File: src/rtl/sps_pkg.sv
package sps_pkg;

  typedef enum logic [1:0] {
    PK_WRITE = 2'd0,
    PK_READ  = 2'd1,
    PK_TURN  = 2'd2
  } phase_kind_e;

  function automatic int idx_w(input int n);
    return (n > 1) ? $clog2(n) : 1;
  endfunction

  function automatic int cnt_w(input int n);
    return $clog2(n + 1);
  endfunction

endpackage

File: src/rtl/sps_phase_gen.sv
module sps_phase_gen
  import sps_pkg::*;
#(
  parameter int NP = 4
) (
  input  logic                   clk,
  input  logic                   rst,
  output phase_kind_e            kind,
  output logic [idx_w(NP)-1:0]   port_idx,
  output logic                   first_edge,
  output logic                   mark
);
  localparam int PW   = idx_w(NP);
  localparam int LAST = 2 * NP;
  localparam int PHW  = $clog2(LAST + 1);
  localparam logic [PHW-1:0] PH_LAST = PHW'(LAST);
  localparam logic [PHW-1:0] PH_NP   = PHW'(NP);
  localparam logic [PHW-1:0] PH_2NP  = PHW'(2 * NP);

  logic [PHW-1:0] ph;
  logic [PHW-1:0] rd_off;
  logic           mark_q;

  always_ff @(posedge clk) begin
    if (rst) begin
      ph     <= '0;
      mark_q <= 1'b1;
    end else if (ph == PH_LAST) begin
      ph     <= '0;
      mark_q <= 1'b1;
    end else begin
      ph     <= ph + 1'b1;
      mark_q <= 1'b0;
    end
  end

  assign rd_off = ph - PH_NP;

  always_comb begin
    if (ph < PH_NP) begin
      kind     = PK_WRITE;
      port_idx = ph[PW-1:0];
    end else if (ph < PH_2NP) begin
      kind     = PK_READ;
      port_idx = rd_off[PW-1:0];
    end else begin
      kind     = PK_TURN;
      port_idx = '0;
    end
  end

  assign first_edge = (ph == '0);
  assign mark       = mark_q;

endmodule

File: src/rtl/sps_index_ring.sv
module sps_index_ring
  import sps_pkg::*;
#(
  parameter int DEPTH   = 16,
  parameter bit PRELOAD = 1'b0
) (
  input  logic                        clk,
  input  logic                        rst,
  input  logic                        push,
  input  logic [idx_w(DEPTH)-1:0]     push_val,
  input  logic                        pop,
  output logic [idx_w(DEPTH)-1:0]     head_val,
  output logic [cnt_w(DEPTH)-1:0]     count
);
  localparam int AW = idx_w(DEPTH);
  localparam int CW = cnt_w(DEPTH);
  localparam logic [AW-1:0] TOP      = AW'(DEPTH - 1);
  localparam logic [CW-1:0] CNT_INIT = PRELOAD ? CW'(DEPTH) : '0;

  logic [AW-1:0] store [DEPTH];
  logic [AW-1:0] rd_p;
  logic [AW-1:0] wr_p;
  logic [CW-1:0] cnt_q;

  generate
    if (PRELOAD) begin : g_preload
      always_ff @(posedge clk) begin
        if (rst) begin
          for (int k = 0; k < DEPTH; k++) store[k] <= AW'(k);
        end else if (push) begin
          store[wr_p] <= push_val;
        end
      end
    end else begin : g_plain
      always_ff @(posedge clk) begin
        if (push) store[wr_p] <= push_val;
      end
    end
  endgenerate

  always_ff @(posedge clk) begin
    if (rst) begin
      rd_p  <= '0;
      wr_p  <= '0;
      cnt_q <= CNT_INIT;
    end else begin
      if (push) wr_p <= (wr_p == TOP) ? '0 : wr_p + 1'b1;
      if (pop)  rd_p <= (rd_p == TOP) ? '0 : rd_p + 1'b1;
      case ({push, pop})
        2'b10:   cnt_q <= cnt_q + 1'b1;
        2'b01:   cnt_q <= cnt_q - 1'b1;
        default: cnt_q <= cnt_q;
      endcase
    end
  end

  assign head_val = store[rd_p];
  assign count    = cnt_q;

endmodule

File: src/rtl/sps_pool_mem.sv
module sps_pool_mem
  import sps_pkg::*;
#(
  parameter int DW    = 16,
  parameter int SLOTS = 16
) (
  input  logic                      clk,
  input  logic                      we,
  input  logic [idx_w(SLOTS)-1:0]   waddr,
  input  logic [DW-1:0]             wdata,
  input  logic                      re,
  input  logic [idx_w(SLOTS)-1:0]   raddr,
  output logic [DW-1:0]             rdata
);
  logic [DW-1:0] cells [SLOTS];

  always_ff @(posedge clk) begin
    if (we) cells[waddr] <= wdata;
  end

  always_ff @(posedge clk) begin
    if (re) rdata <= cells[raddr];
  end

endmodule

File: src/rtl/shared_pool_switch.sv
module shared_pool_switch
  import sps_pkg::*;
#(
  parameter int NP    = 4,
  parameter int DW    = 16,
  parameter int SLOTS = 16
) (
  input  logic                      clk,
  input  logic                      rst,
  input  logic [NP-1:0]             in_valid,
  input  logic [NP*idx_w(NP)-1:0]   in_dest,
  input  logic [NP*DW-1:0]          in_data,
  output logic [NP-1:0]             in_ack,
  output logic                      pool_full,
  input  logic [NP-1:0]             out_ready,
  output logic [NP-1:0]             out_valid,
  output logic [NP*DW-1:0]          out_data,
  output logic                      link_mark
);
  localparam int PW = idx_w(NP);
  localparam int AW = idx_w(SLOTS);
  localparam int CW = cnt_w(SLOTS);

  phase_kind_e    kind;
  logic [PW-1:0]  pidx;
  logic           first_edge;

  logic           wr_act;
  logic           cur_v;
  logic [PW-1:0]  cur_dest;
  logic [DW-1:0]  cur_data;
  logic           accept;

  logic [AW-1:0]  fl_head;
  logic [CW-1:0]  fl_cnt;
  logic           fl_empty;

  logic [AW-1:0]  q_head  [NP];
  logic [CW-1:0]  q_cnt   [NP];
  logic [NP-1:0]  q_empty;
  logic [NP*CW-1:0] q_cnt_all;

  logic           rd_go;
  logic [AW-1:0]  rd_slot;
  logic [DW-1:0]  rdata;
  logic           pend;
  logic [PW-1:0]  pend_j;

  logic [NP-1:0]  hold_v;
  logic [DW-1:0]  hold_d [NP];
  logic [NP-1:0]  ack_q;

  sps_phase_gen #(.NP(NP)) phase_i (
    .clk        (clk),
    .rst        (rst),
    .kind       (kind),
    .port_idx   (pidx),
    .first_edge (first_edge),
    .mark       (link_mark)
  );

  // write side: one input per clock during the write phase
  assign wr_act   = (kind == PK_WRITE);
  assign cur_v    = in_valid[pidx];
  assign cur_dest = in_dest[pidx*PW +: PW];
  assign cur_data = in_data[pidx*DW +: DW];
  assign fl_empty = (fl_cnt == '0);
  assign accept   = wr_act && cur_v && !fl_empty;

  // read side: one output per clock during the read phase
  assign rd_slot = q_head[pidx];
  assign rd_go   = (kind == PK_READ) && !hold_v[pidx] && !q_empty[pidx];

  sps_index_ring #(.DEPTH(SLOTS), .PRELOAD(1'b1)) free_ring_i (
    .clk      (clk),
    .rst      (rst),
    .push     (rd_go),
    .push_val (rd_slot),
    .pop      (accept),
    .head_val (fl_head),
    .count    (fl_cnt)
  );

  generate
    for (genvar j = 0; j < NP; j++) begin : g_outq
      logic q_push;
      logic q_pop;
      assign q_push = accept && (cur_dest == PW'(j));
      assign q_pop  = rd_go  && (pidx == PW'(j));

      sps_index_ring #(.DEPTH(SLOTS), .PRELOAD(1'b0)) ptr_q_i (
        .clk      (clk),
        .rst      (rst),
        .push     (q_push),
        .push_val (fl_head),
        .pop      (q_pop),
        .head_val (q_head[j]),
        .count    (q_cnt[j])
      );

      assign q_empty[j] = (q_cnt[j] == '0);
      assign q_cnt_all[j*CW +: CW] = q_cnt[j];

      always_ff @(posedge clk) begin
        if (rst) begin
          hold_v[j] <= 1'b0;
          hold_d[j] <= '0;
        end else if (pend && (pend_j == PW'(j))) begin
          hold_v[j] <= 1'b1;
          hold_d[j] <= rdata;
        end else if (first_edge && hold_v[j] && out_ready[j]) begin
          hold_v[j] <= 1'b0;
        end
      end

      assign out_data[j*DW +: DW] = hold_d[j];
    end
  endgenerate

  sps_pool_mem #(.DW(DW), .SLOTS(SLOTS)) pool_i (
    .clk   (clk),
    .we    (accept),
    .waddr (fl_head),
    .wdata (cur_data),
    .re    (rd_go),
    .raddr (rd_slot),
    .rdata (rdata)
  );

  always_ff @(posedge clk) begin
    if (rst) begin
      pend   <= 1'b0;
      pend_j <= '0;
    end else begin
      pend   <= rd_go;
      pend_j <= pidx;
    end
  end

  always_ff @(posedge clk) begin
    if (rst) begin
      ack_q <= '0;
    end else if (wr_act) begin
      ack_q[pidx] <= accept;
    end
  end

  assign in_ack    = ack_q;
  assign out_valid = hold_v;
  assign pool_full = fl_empty;

endmodule

File: config.mk
export PLATFORM = sky130hd
export DESIGN_NAME = shared_pool_switch
export DESIGN_NICKNAME = d
export VERILOG_FILES = /design/src/rtl/sps_pkg.sv /design/src/rtl/sps_phase_gen.sv /design/src/rtl/sps_index_ring.sv /design/src/rtl/sps_pool_mem.sv /design/src/rtl/shared_pool_switch.sv
export SDC_FILE = /design/constraint.sdc
export NUM_CORES = 1
export LEC_CHECK = 0
export ABC_CLOCK_PERIOD_IN_PS = 5300
export BUFFER_PORTS_ARGS = -buffer_cell sky130_fd_sc_hd__buf_4
export CAP_MARGIN = 20
export CORE_MARGIN = 4
export CORE_UTILIZATION = 45
export CTS_CLUSTER_DIAMETER = 40
export DETAILED_ROUTE_END_ITERATION = 8
export GPL_TIMING_DRIVEN = 0
export PLACE_DENSITY = 0.59
export SYNTH_ARGS = -nofsm -noshare
export SYNTH_HDL_FRONTEND = slang
export SYNTH_SLANG_ARGS = --single-unit
File: constraint.sdc
create_clock -name clk -period 5.3 [get_ports clk]
set_input_delay 0.53 -clock clk [delete_from_list [all_inputs] [get_ports clk]]
set_output_delay 0.53 -clock clk [all_outputs]
set_load 0.01 [all_outputs]
Word level (Yosys, flattened, before mapping)
Memory sizes are Yosys's and may differ from the RTL's. A register that Yosys moved wholly into a read port is not among the register bits.
Index checks and enable logic that the tools add are counted.
- $lt $le $gt $ge: 5
- shifts and indexed selects: 2
- bitwise operators: 5
- equal/unequal tests: 31
- add/sub/neg operators: 22
- multiplexer cells: 84
- reductions and logical operators: 49
- operators with widths (cell ; count):
    4-bit 2-to-1 mux ; 24
    16-bit 2-to-1 mux ; 4
    64-bit by 7-bit variable part select with 16-bit output ; 1
    5-bit one-hot mux with 2 select lines ; 5
    4-bit by 1-bit adder with 4-bit output, second input constant ; 11
    4-bit == test, second input constant ; 11
    1-bit 2-to-1 mux ; 41
    5-bit by 1-bit adder with 5-bit output, second input constant ; 5
    1-bit logical AND ; 25
    5-bit logical NOT ; 5
    5-bit by 1-bit subtractor with 5-bit output, second input constant ; 5
    2-bit == test, second input constant ; 11
    2-bit by 1-bit == test with 1-bit output, second input constant ; 9
    2-bit nonzero test ; 9
    4-bit binary-select mux with 2-bit select ; 1
    2-bit logical NOT ; 4
    2-bit 2-to-1 mux ; 4
    8-bit by 4-bit variable part select with 2-bit output ; 1
    1-bit binary-select mux with 2-bit select ; 3
    4-bit bitwise mux ; 1
    4-bit logical NOT ; 1
    4-bit by 3-bit < comparator with 1-bit output, second input constant ; 1
    4-bit < comparator, second input constant ; 1
    1-bit bitwise OR ; 4
    other kinds (9) ; 11
- logic and storage cells: 229
- bits in registers: 81
- output and inout bits: 74
- bits of input ports: 82
- memories: 7
- RAM bits: 640
- memories (name ; depth ; bits a word ; rd ports ; clocked after memory_dff ; write ports ; line ; source):
    pool_i.cells ; 16 ; 16 ; 1 ; 1 ; 1 ; sps_pool_mem.sv:15 ; logic [DW-1:0] cells [SLOTS];
    free_ring_i.store ; 16 ; 4 ; 1 ; 1 ; 16 ; sps_index_ring.sv:20 ; logic [AW-1:0] store [DEPTH];
    g_outq[0].ptr_q_i.store ; 16 ; 4 ; 1 ; 1 ; 1 ; sps_index_ring.sv:20 ;
    g_outq[1].ptr_q_i.store ; 16 ; 4 ; 1 ; 1 ; 1 ; sps_index_ring.sv:20 ;
    g_outq[2].ptr_q_i.store ; 16 ; 4 ; 1 ; 1 ; 1 ; sps_index_ring.sv:20 ;
    g_outq[3].ptr_q_i.store ; 16 ; 4 ; 1 ; 1 ; 1 ; sps_index_ring.sv:20 ;
    1 more memories ; -- ; -- ; -- ; -- ; -- ; -- ;

Depth between registers and ports, before layout
Gate-level depths: netlist (run 1).
- depth after elaboration: 13
- gate-level depth with buffers: 19
- depth with buffers taken out: 16

By module
Synthesis (run 1) repeated with hierarchy kept, for this count alone.
- cell total of the unflattened synthesis: 1824
- area, all modules: 31421.4 um^2
- modules (own cells, without submodules) (module ; cells an instance ; instances ; seq. area each (um^2) ; area an instance (um^2)):
    sps_index_ring (g_outq[0].ptr_q_i ...) ; 201 ; 4 ; 2262.2 ; 3362.0
    sps_pool_mem ; 432 ; 1 ; 8167.8 ; 10203.5
    sps_index_ring (free_ring_i) ; 309 ; 1 ; 2262.2 ; 3890.0
    shared_pool_switch ; 250 ; 1 ; 2142.1 ; 3632.2
    sps_phase_gen ; 29 ; 1 ; 100.1 ; 247.7

Worst setup path before layout (run 1)
OpenSTA, ideal clock, no wires.
- path type: register to register
- start: reg with a tool-made name
- end: mem pool_i.cells[12][0], enable pin
- required time: 4.891 ns
- setup time: 0.409 ns
- path buffers: 2
- stages on the path, launching flop included: 6
- period minus slack after synthesis: 4.263 ns
- slack: 1.037 ns
- arrival: 3.854 ns
- cell sequence: dfxtp_1 -> clkbuf_1 -> buf_1 -> mux4_2 -> mux4_2 -> nor3_1
- RTL lines (element ; line):
    end, declared ; sps_pool_mem.sv:15

==> results of run 1 <==
what timing repair did:
| action | in CTS | in global routing |
|---|---|---|
| resized for setup | 1 | 6 |
| setup endpoints to repair | 4 | 30 |
| buffers inserted | 0 | 2 |
| hold buffers | 0 | 0 |
| pin swaps | 0 | 1 |
worst reg2reg max path: cells and delay by family, from the launching register on:
| kind | cells | cell delay [ns] |
|---|---|---|
| buffers and inverters | 3 | 1.63 |
| muxes | 2 | 1.40 |
| and+or+nand+nor | 2 | 1.28 |
| DFF | 1 | 0.30 |
power breakdown:
| group | switching, mW | internal, mW |
|---|---|---|
| logic | 1.30 | 0.669 |
| registers | 0.0779 | 6.88 |
| clock network | 2.77 | 4.44 |
stage by stage:
step / setup slack [ns] / total power, mW / TNS (ns)
after floorplan: 1.04 / 8.21 / 0
after global placement: -0.876 / 8.97 / -66.12
after detailed placement: -0.0914 / 9.05 / -0.109
after CTS: 0.0917 / 16.2 / 0
after global routing: -0.00568 / 16.7 / -0.0517
final: 0.304 / 16.1 / 0
metal layers:
metal / GRT usage [%] / routed length, um
met3: 3.44 / 5160
met5: 0 / 0
met1: 29.3 / 33400
met2: 32.7 / 36100
met4: 5.87 / 1490
final cells by class:
class | instances | area (um^2) | area share, %
Antenna cell | 2 | 5.00 | 0.0133
Inverter | 30 | 113 | 0.299
Multi-Input combinational cell | 1114 | 9060 | 24.1
Buffer | 118 | 532 | 1.41
Clock buffer | 118 | 2740 | 7.28
Tap cell | 931 | 1160 | 3.09
Clock inverter | 83 | 947 | 2.51
Timing Repair Buffer | 172 | 1380 | 3.67
Sequential cell | 757 | 21700 | 57.7
cell usage after synthesis, drive strengths merged, types with 19 or more instances:
cell	count
or3	19
mux4	95
o21ai	37
inv	29
nor2	181
mux2	67
dfxtp	101
a221o	20
a22oi	29
nor3	26
clkbuf	72
a21oi	96
nand3	40
buf	47
nand2	104
mux2i	116
edfxtp	656
xor2	29
and2	69
ha	44
cell families (layout without fill, tap and decap cells):
group / after synthesis / count (layout) / synth area share [%]
adders and majority gates: 45 / 45 / 1.82
DFF: 757 / 757 / 69.3
other: 0 / 2 / 0
and+or+nand+nor: 514 / 514 / 7.89
AOI/OAI and AO/OA: 242 / 242 / 5.00
muxes: 278 / 278 / 12.9
xor gates and xnor gates: 35 / 35 / 0.978
buffers and inverters: 149 / 521 / 2.05
worst paths after layout:
path	from	end	cells after the start
worst max register to register	flop	pool_i.cells[0][9]	7
worst min register to register	g_outq[3].ptr_q_i.count[4]	g_outq[3].ptr_q_i.count[4]	2
worst min-delay path	out_ready[0]	out_valid[0]	3
worst max-delay path	flop	pool_i.cells[0][9]	7
registers in the layout, summed over array words and instances, names as in the netlist, 4 cells and up, named ones only:
name / flops
free_ring_i.rd_p: 4
hold_d: 64
g_outq.ptr_q_i.store: 256
phase_i.ph: 4
free_ring_i.count: 5
g_outq.ptr_q_i.wr_p: 16
free_ring_i.store: 64
g_outq.ptr_q_i.count: 20
free_ring_i.wr_p: 4
pool_i.cells: 256
pool_i.rdata: 16
in_ack: 4
out_valid: 4
g_outq.ptr_q_i.rd_p: 16
==> metrics.md, run 1 <==
| Metric | Value |
|---|---|
| Final ANT Viol Nets | 0 |
| Slew HR | 22.4% |
| FILL cells | 5542 |
| Initial antenna violation count | 2 |
| CP top delay family | buffers and inverters |
| Ratio of cells with drive above 1 in the final layout | 24.8% |
| Synth top area share | 62.9% |
| Drt first pass iters | 5 |
| DP HPWL | 52.1 mm |
| Synth area leader | edfxtp_1 |
| Per-cell routed wire length | 22.9 um |
| Async set-or-reset flop fraction in the synthesized netlist | 0% |
| WL final | 76.2 mm |
| Skew-Pair Late Insertion Delay | 0.65 ns |
| Syn Nets | 2147 |
| GRT Residual Overflow | 0 |
| Post-synth design cell area | 31300 um^2 |
| Critical path data arrival time | 5.26 ns |
| HP Class | in -> reg |
| Register area share after synthesis | 69.3% |
| Most repeated library cell on the critical path | mux4_2 |
| Max Cap Viol | 0 |
| Initial drt markers | 1756 |
| EDFF count, synth | 656 |
| Hold Fails Final Rpt | 0 |
| Post-synth top flop | edfxtp_1 |
| WHS | 0.237 ns |
| Commonest non-fill, non-tap cell in the layout | edfxtp_1 |
| Worst setup path class | reg -> reg |
| Vias in the first global route | 18700 |
| Num CTS Buffers | 106 |
| Average cell area after synthesis | 15.5 um^2 |
| Die W | 272 um |
| RSZ-0062 raised after global routing | true |
| Worst VDD drop | 236 uV |
| Tmin final | 5.00 ns |
| DR DRC count | 0 |
| P per Cell Area | 428 nW/um^2 |
| Total GRT Usage | 20.5% |
| Die area | 73900 um^2 |
| Clock Skew | 0.0234 ns |
| Clock slew at reported path FFs | 0.06 ns |
| Leakage | 12.8 nW |
| Fin area | 37700 um^2 |
| Root buf cell | clkbuf_16 |
| Reg-to-reg setup timing slack | 0.30 ns |
| Fin crit share | 94.3% |
| Initial Util | 45.5% |
| Vias per inst | 5.46 |
| Die height | 272 um |
| Final core utilization | 54.7% |
| Slew Viols, Final | 0 |
| Commonest cells after routing, fill and taps aside | edfxtp_1, nor2_1, buf_4 |
| Worst setup SP type | flop |
| Critical path's slowest cell | clkdlybuf4s15_1 |
| Status | completed |
| Crit path buffers/inverters | 3 |
| DR vias | 18200 |
| Warnings, synthesis | 0 |
| Area post-placement | 33900 um^2 |
| Std cell rows | 96 |
| Clock Sinks | 757 |
| #FFs+latches synth | 757 |
| Cell count after synthesis | 2020 |
| CP endpoint kind | flop |
| WP data required | 5.56 ns |
| Synth unique cells | 58 |
| TritonCTS clock tree | done |
| Final #Nets | 2426 |
| CP Cell Sequence | clkbuf_1, clkdlybuf4s15_1, mux4_2, mux4_2, buf_12, or3_1, nor2_2 |
| Worst Path Max Fanout | 39 |
| Layout area overhead | 20.2% |
| Pin count of the biggest net entering global routing | 69 |
| GP Congestion | 0.824 |
| # IOs | 156 |
| First-pass GRT wire length | 114 mm |
| Cells after DPL | 3121 |
| Synth top area cells | edfxtp_1, mux4_2, dfxtp_1 |
| Measured slew at the worst slew-check pin | 1.16 ns |
| H-tree depth | 3 |
| Max incr delay on CP | 0.78 ns |
| Input/output buffers | 155 |
| Fmax | 200 MHz |
| Final setup fails | 0 |
| Max clock buf depth | 3 |
| Core box area | 68800 um^2 |
| Final cell count without fillers | 3325 |
Power figures use the tool's default switching activity.
==> run 2: changes to the inputs <==
Settings changed: BUFFER_PORTS_ARGS -buffer_cell sky130_fd_sc_hd__buf_4 to unset, DONT_BUFFER_PORTS set to 1, PLACE_DENSITY 0.59 to 0.57.
==> metrics.md, run 2 (synthesis results as in run 1) <==
| Metric | Value |
|---|---|
| GRT Residual Overflow | 0 |
| P per Cell Area | 446 nW/um^2 |
| Slew Viols, Final | 0 |
| Max Cap Viol | 0 |
| DR DRC count | 0 |
| Most repeated library cell on the critical path | mux4_2 |
| Final ANT Viol Nets | 0 |
| DP HPWL | 52.4 mm |
| Dpl ws | -0.146 ns |
| Skew-Pair Late Insertion Delay | 0.67 ns |
| Area post-placement | 32800 um^2 |
| Critical path's slowest cell | mux4_2 |
| WP data required | 5.58 ns |
| Setup WS post-layout | 0.304 ns |
| Worst Path Max Fanout | 37 |
| Measured slew at the worst slew-check pin | 1.02 ns |
| CP Cell Sequence | clkbuf_1, buf_1, mux4_2, mux4_2, buf_12, or3_1, nor2_2 |
| Final core utilization | 53.4% |
| Fin area | 36700 um^2 |
| Hold Fails Final Rpt | 0 |
| Pin count of the biggest net entering global routing | 42 |
| Layout area overhead | 17.2% |
| Overall power | 16.4 mW |
| Vias in the first global route | 17800 |
| Worst r2r dst | pool_i.cells[4][7] |
| DR vias | 17800 |
| Storage element area | 21700 um^2 |
| Met1 usage | 29.1% |
| Vias per inst | 5.58 |
| Fmax | 200 MHz |
| Setup_tns | 0 ns |
| Slew HR | 31.7% |
| Reg-to-reg setup timing slack | 0.30 ns |
| Die area | 73900 um^2 |
| Clock Skew | 0.0260 ns |
| Input/output buffers | 0 |
| Clock slew at reported path FFs | 0.06 ns |
| Tmin final | 5.00 ns |
| Multi-input gate area | 9070 um^2 |
| CP endpoint kind | flop |
| Leakage | 12.2 nW |
| # Post-CTS Setup Buffers | 0 |
| Worst setup SP type | flop |
| Worst Hold End | out_valid[0] |
| Cells after DPL | 2967 |
| RSZ-0062 raised after global routing | false |
| GRT busiest layer | met2 |
| Final setup fails | 0 |
| FILL cells | 5580 |
| Final cell count without fillers | 3182 |
| Clock Sinks | 757 |
| Hold path startpoint | out_ready[0] |
| Critical path data arrival time | 5.28 ns |
| WHS | 0.0997 ns |
| # IOs | 156 |
| Fin crit share | 94.3% |
| Die height | 272 um |
| Std cell rows | 96 |
| Die W | 272 um |
| Num CTS Buffers | 113 |
| Max clock buf depth | 3 |
| Core box area | 68800 um^2 |
| HP Class | in -> reg |
| Root buf cell | clkbuf_16 |
| Initial drt markers | 1486 |
| Hold depth | 2 |
| Reg2reg path depth | 7 |
| WL final | 76.5 mm |
| H-tree depth | 3 |
| Max incr delay on CP | 0.84 ns |
| Initial antenna violation count | 5 |
| Met2 GRT Util | 32.1% |
| TritonCTS clock tree | done |
| Per-cell routed wire length | 24.0 um |
| Final #Nets | 2278 |
| Worst VDD drop | 297 uV |
| Status | completed |
| GP Congestion | 0.809 |
| Total GRT Usage | 20.5% |
| Ratio of cells with drive above 1 in the final layout | 20.1% |
| Initial Util | 45.5% |
| Top Registers | g_outq.ptr_q_i.store: 256 flops, pool_i.cells: 256 flops |
| Commonest cells after routing, fill and taps aside | edfxtp_1, nor2_1, clkbuf_16 |
| First-pass GRT wire length | 114 mm |
| Drt first pass iters | 5 |
| Worst setup path class | reg -> reg |
| Commonest non-fill, non-tap cell in the layout | edfxtp_1 |
| Grt met3 use | 4.70% |
## run 2: layout make-up
type	instances	share of cell area [%]
inverter	30	0.307
antenna	2	0.0136
sequential	757	59.1
clock inverter	86	2.47
buffer	118	1.43
multi-input combinational	1114	24.7
clock buffer	127	8.16
timing repair buffer	17	0.617
tap	931	3.17
## run 2: worst max-delay path by stage
| stage | from | to | slack, ns | cells past startpoint |
|---|---|---|---|---|
| 3_5_place_dp | phase_i.ph[0] | g_outq[2].ptr_q_i.count[4] | -0.15 | 18 |
| 3_3_place_gp | phase_i.ph[0] | pool_i.cells[14][14] | -0.91 | 10 |
| 2_1_floorplan | flop | pool_i.cells[12][0] | 1.04 | 5 |
| 4_1_cts | phase_i.ph[0] | g_outq[2].ptr_q_i.count[4] | 0.1 | 18 |
| 6_report | flop | pool_i.cells[4][7] | 0.30 | 7 |
| 5_1_grt | flop | pool_i.cells[0][6] | 0.01 | 7 |
## run 2: power by group
group / internal, mW / total [mW] / switching [mW]
clock: 4.74 / 7.53 / 2.79
combinational: 0.612 / 1.89 / 1.28
sequential: 6.89 / 6.98 / 0.0939
total: 12.2 / 16.4 / 4.16
## run 2: what timing repair did
action	CTS	global route
setup endpoints to repair	3	8
gates resized for setup	3	5
pin swaps	0	2
hold buffers	0	0
## run 2: per-layer routing
metal / vias to the layer above / wire, um / share of wire (%)
met5: - / 13 / 0.017
met4: 2 / 2070 / 2.7
met3: 145 / 5070 / 6.6
met2: 584 / 35600 / 47
met1: 8985 / 33700 / 44
li1: 8035 / - / -
## run 2: critical path: cells and delay by family (launching register included)
kind	cells	cell delay, ns
buf+inv	3	1.54
mux	2	1.46
simple gates	2	1.27
flops	1	0.31
==> run 3: changes to the inputs <==
Settings changed: CORE_UTILIZATION 45 to 60, PLACE_DENSITY 0.57 to 0.73.
==> metrics.md, run 3 (synthesis results as in run 1) <==
| Metric | Value |
|---|---|
| Fin crit share | 96.6% |
| Hold depth | 2 |
| Reg2reg path depth | 17 |
| Commonest cells after routing, fill and taps aside | edfxtp_1, nor2_1, mux2i_1 |
| Multi-input gate area | 9040 um^2 |
| Dpl ws | 0.0449 ns |
| Skew-Pair Late Insertion Delay | 0.65 ns |
| Overall power | 15.7 mW |
| Register share of total power | 44.4% |
| Measured slew at the worst slew-check pin | 0.988 ns |
| Worst Hold End | out_valid[1] |
| Initial Util | 60.8% |
| Net Sw Frac | 25.6% |
| Commonest non-fill, non-tap cell in the layout | edfxtp_1 |
| Clock Sinks | 757 |
| Critical path data arrival time | 5.69 ns |
| Ratio of cells with drive above 1 in the final layout | 19.1% |
| Max incr delay on CP | 0.70 ns |
| Clock slew at reported path FFs | 0.06 ns |
| Pin count of the biggest net entering global routing | 57 |
| Worst VDD drop | 380 uV |
| WHS | 0.111 ns |
| Root buf cell | clkbuf_16 |
| Setup WS post-layout | 0.179 ns |
| Beginning of the worst register-to-register path | phase_i.ph[1] |
| WL final | 71.9 mm |
| Hold path startpoint | out_ready[1] |
| Net Switching | 4.03 mW |
| RSZ-0062 raised after global routing | true |
| H-tree depth | 3 |
| Drt first pass iters | 5 |
| Worst setup SP type | flop |
| Layout area overhead | 14.8% |
| Critical path's slowest cell | nor3b_2 |
| Total GRT Usage | 25.5% |
| Final setup fails | 0 |
| DR vias | 17900 |
| Final #Nets | 2268 |
| # IOs | 156 |
| Tmin final | 5.12 ns |
| Per-cell routed wire length | 24.7 um |
| Core box area | 51500 um^2 |
| Status | completed |
| Gate power share | 11.6% |
| DP HPWL | 48.7 mm |
| Std cell rows | 83 |
| Input/output buffers | 0 |
| P per Cell Area | 437 nW/um^2 |
| Num CTS Buffers | 102 |
| WP data required | 5.86 ns |
| Max clock buf depth | 3 |
| Die height | 237 um |
| Max Cap Viol | 0 |
| Hold_buf cts | 0 |
| Internal power | 11.7 mW |
| TritonCTS clock tree | done |
| Clock Skew | 0.0321 ns |
| Vias per inst | 6.17 |
| Reg-to-reg setup timing slack | 0.18 ns |
| Slew Viols, Final | 0 |
| First-pass GRT wire length | 108 mm |
| Number of antenna diodes | 0 |
| Worst r2r dst | g_outq[1].ptr_q_i.count[4] |
| FILL cells | 3346 |
| GRT Residual Overflow | 0 |
| GP Congestion | 0.887 |
| Worst Path Max Fanout | 10 |
| Slew HR | 34.1% |
| CP endpoint kind | flop |
| Vias in the first global route | 17900 |
| Leakage | 12.0 nW |
| CP Cell Sequence | nor3b_4, a22o_1, a221oi_1, or4_1, clkbuf_1, nor3b_2, inv_1, ha_1, clkbuf_1, xor2_1, ha_1, a21oi_1, nand3_1, o21ai_0, nor2_1, or3_1, a21oi_1 |
| DR DRC count | 0 |
| Initial drt markers | 1771 |
| Final ANT Viol Nets | 0 |
| Die W | 237 um |
| Fmax | 195 MHz |
| Hold Fails Final Rpt | 0 |
| Initial antenna violation count | 1 |
| Die area | 55900 um^2 |
| Storage element area | 21700 um^2 |
| Worst setup path class | reg -> reg |
| HP Class | in -> reg |
| Clk pwr share | 44.0% |
| Top Registers | g_outq.ptr_q_i.store: 256 flops, pool_i.cells: 256 flops |
==> run 3: cell types whose count changed in the layout (fill, tap and decap cells not counted), sizes merged <==
cell	change
diode	-2
buf	+1
clkbuf	-13
clkinv	-11
inv	+5
bufinv	-2
==> run 3: routing by layer <==
metal / share of wire (%) / track usage [%] / wire, um / up-vias
met5: 0.015 / 0 / 11 / -
met2: 48 / 40.8 / 34800 / 815
met4: 2.9 / 8.88 / 2080 / 2
li1: - / - / - / 8009
met3: 8.4 / 4.83 / 6010 / 129
met1: 40 / 35.7 / 29000 / 8985
==> run 3: worst max-delay path, delay by kind of cell (launching register included) <==
kind,cells,cell delay [ns]
AOI/OAI and AO/OA,5,0.93
xor gates and xnor gates,1,0.19
adders and majority gates,2,0.43
buffers and inverters,3,0.71
DFF,1,0.56
and+or+nand+nor,6,2.18
==> run 3: repair_timing <==
item / CTS / global route
setup buffers: 0 / 1
setup endpoints to repair: 0 / 6
gates resized for setup: 0 / 5
==> run 3: power groups by stage <==
stage | clock [mW] | combinational (mW) | sequential, mW
2_1_floorplan | 0 | 1.15 | 7.06
3_3_place_gp | 0 | 1.71 | 7.10
3_5_place_dp | 0 | 1.81 | 7.10
4_1_cts | 6.98 | 1.82 | 6.97
5_1_grt | 7.27 | 1.95 | 6.99
6_report | 6.92 | 1.83 | 6.98
==> run 3: metrics by stage <==
| step | util (%) | cell area [um^2] | setup TNS (ns) | instances |
|---|---|---|---|---|
| 5_1_grt | 69.9 | 36000 | -0.187 | 2909 |
| 2_1_floorplan | - | 31300 | 0 | 2020 |
| 3_3_place_gp | 62.5 | 32200 | -25.84 | 2700 |
| 3_5_place_dp | 62.9 | 32400 | 0 | 2716 |
| 6_report | 69.9 | 36000 | 0 | 2909 |
| 4_1_cts | 69.8 | 35900 | 0 | 2908 |
==> run 3: worst max path at each step <==
stage	start	to	slack, ns	cells past startpoint
6_report	phase_i.ph[1]	g_outq[1].ptr_q_i.count[4]	0.18	17
5_1_grt	phase_i.ph[1]	g_outq[2].ptr_q_i.count[4]	-0.07	17
4_1_cts	phase_i.ph[1]	g_outq[2].ptr_q_i.count[4]	0.02	17
3_5_place_dp	phase_i.ph[1]	g_outq[1].ptr_q_i.count[4]	0.04	17
3_3_place_gp	g_outq[2].ptr_q_i.count[1]	g_outq[3].ptr_q_i.count[4]	-0.58	18
2_1_floorplan	flop	pool_i.cells[12][0]	1.04	5
==> run 3: layout make-up <==
| type | instances | area share, % |
|---|---|---|
| Timing Repair Buffer | 17 | 0.577 |
| Clock inverter | 78 | 2.48 |
| Multi-Input combinational cell | 1114 | 25.1 |
| Buffer | 119 | 1.47 |
| Sequential cell | 757 | 60.4 |
| Tap cell | 680 | 2.36 |
| Clock buffer | 114 | 7.31 |
| Inverter | 30 | 0.313 |
